File: src/rtl/tf_merge_tracker.sv
module tf_merge_tracker #(
  parameter int SW = 6
) (
  input  logic            clk,
  input  logic            rst_n,
  input  logic            seed_valid,
  input  logic [SW-1:0]   seed_state,
  input  logic            dec_valid,
  input  logic [(1<<SW)-1:0] dec_word,
  input  logic            block_end,
  input  logic [SW-1:0]   query_state,
  output logic            hit,
  output logic [SW-1:0]   hit_state
);
  localparam int NS = 1 << SW;

  logic [NS-1:0] member;
  logic [NS-1:0] stepped;
  logic [SW-1:0] seed_q;

  for (genvar s = 0; s < NS; s++) begin : g_step
    localparam logic [SW-1:0] SV = SW'(s);
    assign stepped[s] = dec_valid ? member[{dec_word[s], SV[SW-1:1]}] : member[s];
  end

  always_ff @(posedge clk) begin
    if (!rst_n) begin
      member    <= '0;
      seed_q    <= '0;
      hit       <= 1'b0;
      hit_state <= '0;
    end else begin
      if (block_end) begin
        hit       <= stepped[query_state];
        hit_state <= seed_q;
      end
      if (seed_valid) begin
        member <= '0;
        member[seed_state] <= 1'b1;
        seed_q <= seed_state;
      end else begin
        member <= stepped;
      end
    end
  end


  seed_onehot_chk: assert property (@(posedge clk) disable iff (!rst_n)
    seed_valid |=> ($countones(member) == 1) && member[$past(seed_state)]);


  hold_result_chk: assert property (@(posedge clk) disable iff (!rst_n)
    !block_end |=> $stable(hit) && $stable(hit_state));


  empty_sticky_chk: assert property (@(posedge clk) disable iff (!rst_n)
    (member == '0) && !seed_valid |=> member == '0);


  empty_nohit_chk: assert property (@(posedge clk) disable iff (!rst_n)
    block_end && (member == '0) |=> !hit);


  idle_hold_chk: assert property (@(posedge clk) disable iff (!rst_n)
    !seed_valid && !dec_valid |=> $stable(member));


  report_seed_chk: assert property (@(posedge clk) disable iff (!rst_n)
    block_end |=> hit_state == $past(seed_q));
endmodule

File: config.mk
export PLATFORM = sky130hd
export DESIGN_NAME = tf_merge_tracker
export DESIGN_NICKNAME = d
export VERILOG_FILES = /design/src/rtl/tf_merge_tracker.sv
export SDC_FILE = /design/constraint.sdc
export NUM_CORES = 1
export LEC_CHECK = 0
export BUFFER_PORTS_ARGS = -buffer_cell sky130_fd_sc_hd__buf_2
export CAP_MARGIN = 20
export CORE_ASPECT_RATIO = 0.75
export CORE_MARGIN = 2
export CORE_UTILIZATION = 42
export DETAILED_ROUTE_END_ITERATION = 12
export MAX_ROUTING_LAYER = met4
export PLACE_DENSITY_LB_ADDON = 0.08
export SYNTH_ARGS = -nofsm -noshare
export SYNTH_HDL_FRONTEND = slang
export SYNTH_SLANG_ARGS = --single-unit
File: constraint.sdc
create_clock -name clk -period 1.9 [get_ports clk]
set_clock_uncertainty 0.1 [all_clocks]
set_input_delay 0.285 -clock clk [delete_from_list [all_inputs] [get_ports clk]]
set_output_delay 0.285 -clock clk [all_outputs]
set_load 0.1 [all_outputs]
==> results of run 1 <==
-- kinds of logic (layout without fill, tap and decap cells) --
kind of cell / after synthesis / count (layout) / synth area share [%]
and+or+nand+nor: 228 / 228 / 22.7
AOI/OAI and AO/OA: 177 / 177 / 23.5
muxes: 84 / 84 / 17.6
other: 0 / 1 / 0
buffers and inverters: 60 / 205 / 6.18
DFF: 77 / 77 / 30.0
-- sequential cells by signal, indices dropped and copies added (netlist names) --
register	cells
member	64
seed_q	6
hit	1
hit_state	6
-- final timing paths --
| check | start | endpoint | depth (start not counted) |
|---|---|---|---|
| max | member[52] | hit | 7 |
| min | query_state[5] | hit | 3 |
| max reg2reg | member[52] | hit | 7 |
| min reg2reg | hit_state[2] | hit_state[2] | 2 |
-- cell type report --
class / instances / area [µm²] / area share [%]
Inverter: 9 / 33.8 / 0.511
Clock inverter: 5 / 57.6 / 0.870
Sequential cell: 77 / 1550 / 23.5
Antenna cell: 1 / 2.50 / 0.0378
Clock buffer: 11 / 253 / 3.82
Multi-Input combinational cell: 489 / 3340 / 50.5
Timing Repair Buffer: 180 / 1170 / 17.7
Tap cell: 162 / 203 / 3.06
-- per-stage QoR --
| step | instances | instance area (µm²) |
|---|---|---|
| CTS | 933 | 6580 |
| global route | 934 | 6610 |
| detailed placement | 916 | 6210 |
| global placement | 916 | 6210 |
| finish | 934 | 6610 |
| floorplan | 626 | 5140 |
-- Yosys cell counts, types with 4 or more instances --
| master | count | area share, % |
|---|---|---|
| dfxtp_1 | 77 | 30 |
| mux2i_1 | 76 | 15 |
| nor2_1 | 53 | 3.9 |
| and2_1 | 49 | 6.0 |
| nand2_1 | 49 | 3.6 |
| o22ai_1 | 33 | 4.0 |
| clkbuf_1 | 28 | 2.0 |
| a21oi_1 | 26 | 2.5 |
| nor2b_1 | 26 | 3.2 |
| o21ai_0 | 25 | 2.4 |
| a211oi_1 | 23 | 3.4 |
| nor3_1 | 15 | 1.5 |
| o21a_1 | 15 | 2.2 |
| a31oi_1 | 12 | 1.5 |
| buf_2 | 7 | 0.68 |
| inv_1 | 7 | 0.51 |
| nand2b_1 | 7 | 0.85 |
| o2111ai_1 | 7 | 1.2 |
| buf_6 | 6 | 1.3 |
| buf_1 | 5 | 0.37 |
| mux4_2 | 5 | 2.2 |
| nand3b_1 | 5 | 0.73 |
| o2bb2ai_1 | 5 | 0.85 |
| nand3_1 | 4 | 0.39 |
| nand4_1 | 4 | 0.49 |
| o32ai_1 | 4 | 0.68 |
-- critical path: stages, from the launching register on --
cell	delay, ps
dfxtp_2	350
mux2i_1	180
a21oi_2	100
mux4_2	500
o221ai_2	250
nand2b_1	90
a21boi_1	140
o31ai_1	90
-- power groups by stage --
stage               Combinational [µW]  Clock [µW]  Sequential (µW)
floorplan                          502           0             1780
global placement                   929           0             1760
detailed placement                 934           0             1760
CTS                                950        1850             1720
global route                      1040        1920             1730
finish                             979        1830             1730
-- layout by cell type (no fill, tap or decap), types with 21 or more instances in the layout --
cell type and count:
a211oi_1 21, a21oi_1 23, and2_1 49, buf_2 86, buf_4 89, dfxtp_1 68, mux2i_1 73, nand2_1 49
nor2_1 53, nor2b_1 26, o21ai_0 25, o22ai_1 33
-- what timing repair did --
action / CTS / global route
setup buffers: 1 / 0
pin swaps: 10 / 2
resized for setup: 16 / 10
endpoints found under the setup margin: 1 / 1
-- per-layer routing --
metal | global-route usage [%] | vias up | routed length (µm)
met1 | 45.4 | 2592 | 9760
met5 | - | - | 0
met3 | 9.60 | 33 | 2240
li1 | - | 2578 | -
met4 | 9.03 | 0 | 496
met2 | 47.6 | 329 | 8610
==> impl_metrics.json, run 1 <==
{
  "status": "complete, but fails checks",
  "failed_checks": "negative setup slack",
  "combPwrFrac_pct": 21.6,
  "ctsRootBufferMaster": "clkbuf_16",
  "drc_errors": 0,
  "nNetsFinal": 847,
  "end_kind": "flip-flop",
  "r2r_setup_slack_ps": -2,
  "die_w_um": 132,
  "port_buffers": 87,
  "num_vias": 5532,
  "power_density_nw_per_um2": 686,
  "synth_seq_cells": 77,
  "setup_ws_ps": -1.63,
  "ir_drop_uv": 448,
  "antenna_found_initial": 1,
  "cts_tree": "yes",
  "slew_violations": 0,
  "fp.dieH_um": 99.8,
  "required_ps": 2030,
  "crit_path_start_kind": "flip-flop",
  "power_uw": 4540,
  "hold_violations": 0,
  "syn2layout_area_growth_pct": 28.7,
  "switchingPower_uw": 1350,
  "wl_per_cell_um": 22.6,
  "synth_enable_flop_cells": 0,
  "gp_congestion": 0.951,
  "max_slew.worst_pin.slew_ps": 594,
  "fill_cells": 1146,
  "p_leak_uw": 0.00281,
  "path_max_fanout": 3,
  "critPathKind": "reg -> reg",
  "drt_iter0_drc": 593,
  "yosysSeqAreaShare_pct": 30.0,
  "wirelength_um": 21100,
  "hp-class": "in -> reg",
  "fin_crit_sh_pct": 100,
  "fin_util_pct": 56.1,
  "p_clk_share_pct": 40.4,
  "clk_pin_slew_ps": 60,
  "grt_pass1_vias": 5248,
  "syn_inst": 626,
  "initial_core_util_pct": 43.6,
  "synth_area_per_cell_um2": 8.21,
  "setup_viol": 1,
  "htreeDepth": 3,
  "syn_area_um2": 5140,
  "layout-drive-gt1-share_pct": 30.4,
  "grt_setup_unrepaired": "true",
  "postRouteAntennaNets": 0,
  "switching_share_pct": 29.8,
  "dp_hpwl_um": 16300,
  "fmax_ghz": 0.526,
  "p_int_uw": 3190,
  "dieArea_um2": 13100,
  "fin_hold_ws_ps": 165,
  "synth_cell_types": 56,
  "cts.sinks": 77,
  "yosys_most_used_dff": "dfxtp_1",
  "cts_buffers": 9,
  "synth_nets": 707,
  "grt_max_degree": 45,
  "row_count": 34,
  "ctsHoldBuffers": 0,
  "vias_per_cell": 5.92,
  "cp.arrival_ps": 2030,
  "grt_pass1_wl_um": 31300,
  "grt_usage_pct": 33.1,
  "synth_async_sr_flop_share_pct": 0,
  "tns_ps": -1.63,
  "clk_path_buf_depth": 2,
  "coreArea_um2": 11800,
  "top_level_ports": 88,
  "grt-ovfl-total": 0,
  "maxCapViolCount": 0,
  "maxSlewHeadroom_pct": 60.3,
  "yosysWarnings": 0,
  "dp_slack_ps": -415,
  "period_minus_slack_ps": 1900,
  "pwr-share-seq_pct": 38.1,
  "firstDrtPassIters": 5,
  "clock_latency_ps": 350
}
No activity file was read; power rests on OpenSTA's default activity.
==> run 2, diff against run 1 <==
RECOVER_POWER = 50   (was not set)
==> run 2 against run 1 <==
Against the previous run:
- the run still ends with negative setup slack left
- largest cell class unchanged
- first-iteration DRC count increased by 0.51%
- highest routed layer unchanged
- clock power hardly changed
- via count shrank 0.78%
- worst setup slack worse by 0.66 ps
- largest power group unchanged
- global-route usage is the same
==> impl_metrics.json, run 2 (synthesized netlist as in run 1, its figures left out) <==
{
  "grt_setup_unrepaired": "true",
  "regMostFlops": "member",
  "port_buffers": 87,
  "failed_checks": "negative setup slack",
  "endpoint": "hit",
  "die_w_um": 132,
  "dieArea_um2": 13100,
  "grt_usage_pct": 33.1,
  "cts_tree": "yes",
  "reg2reg_depth": 7,
  "ir_drop_uv": 449,
  "grt_pass1_wl_um": 31300,
  "ctsRootBufferMaster": "clkbuf_16",
  "max_slew.worst_pin.slew_ps": 1240,
  "vias_per_cell": 5.88,
  "place_area_um2": 6210,
  "coreArea_um2": 11800,
  "fmax_ghz": 0.526,
  "drc_errors": 0,
  "power_density_nw_per_um2": 688,
  "reg_top3": "member (64), hit_state (6), seed_q (6)",
  "cp.arrival_ps": 2030,
  "setup_viol": 1,
  "path_max_fanout": 3,
  "cts_buffers": 9,
  "stdcell_area_um2": 6600,
  "layout_commonest_cell": "buf_4",
  "fin_util_pct": 56.0,
  "clock_latency_ps": 350,
  "setup_ws_ps": -2.29,
  "period_minus_slack_ps": 1900,
  "grt_max_degree": 45,
  "hold_violations": 0,
  "cts.sinks": 77,
  "ctsHoldBuffers": 0,
  "maxCapViolCount": 0,
  "firstDrtPassIters": 5,
  "fp.dieH_um": 99.8,
  "critPathKind": "reg -> reg",
  "grt-ovfl-total": 0,
  "crit_path_start_kind": "flip-flop",
  "wirelength_um": 21100,
  "grt_pass1_vias": 5248,
  "dp_hpwl_um": 16300,
  "slew_violations": 0,
  "layout-drive-gt1-share_pct": 29.8,
  "cp-startpoint": "member[52]",
  "fin_crit_sh_pct": 100,
  "clk_pin_slew_ps": 60,
  "maxSlewHeadroom_pct": 17.1,
  "nNetsFinal": 847,
  "syn2layout_area_growth_pct": 28.4,
  "layout_common_cells": "85 x buf_4, 83 x buf_2, 73 x mux2i_1",
  "drt_iter0_drc": 596,
  "r2r_start": "member[52]",
  "r2r_setup_slack_ps": -2,
  "initial_core_util_pct": 43.6,
  "tns_ps": -2.29,
  "num_vias": 5489,
  "hp-class": "in -> reg",
  "wl_per_cell_um": 22.6,
  "required_ps": 2030,
  "p_leak_uw": 0.00279,
  "end_kind": "flip-flop",
  "row_count": 34,
  "clk_path_buf_depth": 2,
  "largest_reg_flops": 64,
  "gp_congestion": 0.951,
  "r2r_end": "hit",
  "status": "complete, but fails checks",
  "htreeDepth": 3,
  "postRouteAntennaNets": 0,
  "antenna_found_initial": 1,
  "top_level_ports": 88
}
==> run 2: where the power goes <==
| group | leakage [µW] | switching (µW) | total [µW] | internal (µW) |
|---|---|---|---|---|
| combinational | 0.00200 | 558 | 974 | 417 |
| sequential | 0.000631 | 55.1 | 1730 | 1670 |
| clock | 0.000156 | 744 | 1840 | 1090 |
| total | 0.00279 | 1360 | 4540 | 3180 |
==> run 2: cell type report <==
cell class                 count  area (µm²)
tap                          162         203
sequential                    77        1550
inverter                       9        33.8
antenna                        1        2.50
timing repair buffer         180        1160
fill                        1153        5180
multi-input combinational    489        3340
clock buffer                  11         253
clock inverter                 5        57.6
==> run 2: stage by stage <==
stage / total power [µW] / hold slack (ps) / setup WS [ps] / cells
3_3_place_gp: 2690 / 391 / -367 / 916
6_report: 4540 / 162 / -2.29 / 934
5_1_grt: 4690 / 180 / -96.4 / 934
2_1_floorplan: 2280 / 355 / 34.5 / 626
4_1_cts: 4520 / 157 / 3.61 / 933
3_5_place_dp: 2690 / 397 / -415 / 916
==> run 2: worst min path at each step <==
stage                   startpoint           end  slack (ps)  cells after the start
global placement      hit_state[0]  hit_state[0]         390                      2
floorplan           query_state[5]           hit         360                      2
finish              query_state[5]           hit         160                      3
CTS                 query_state[5]           hit         160                      3
global route        query_state[5]           hit         180                      3
detailed placement    hit_state[3]  hit_state[3]         400                      2
==> run 2: layer usage <==
metal	track usage [%]	routed length, µm	up-vias
met5	-	0	-
li1	-	-	2588
met4	9.03	462	0
met1	45.4	9870	2567
met2	47.6	8680	304
met3	9.60	2110	30
==> run 2: timing repair <==
item	CTS	global route
setup endpoints to repair	1	1
setup buffers	1	0
pin swaps	10	2
cloned	0	0
gates resized for setup	16	10
==> run 2: critical path, stage by stage (launching register included) <==
cell and delay, ps:
dfxtp_2 350, mux2i_1 180, a21oi_2 100, mux4_2 500, o221ai_2 240, nand2b_1 90
a21boi_1 140, o31ai_1 90
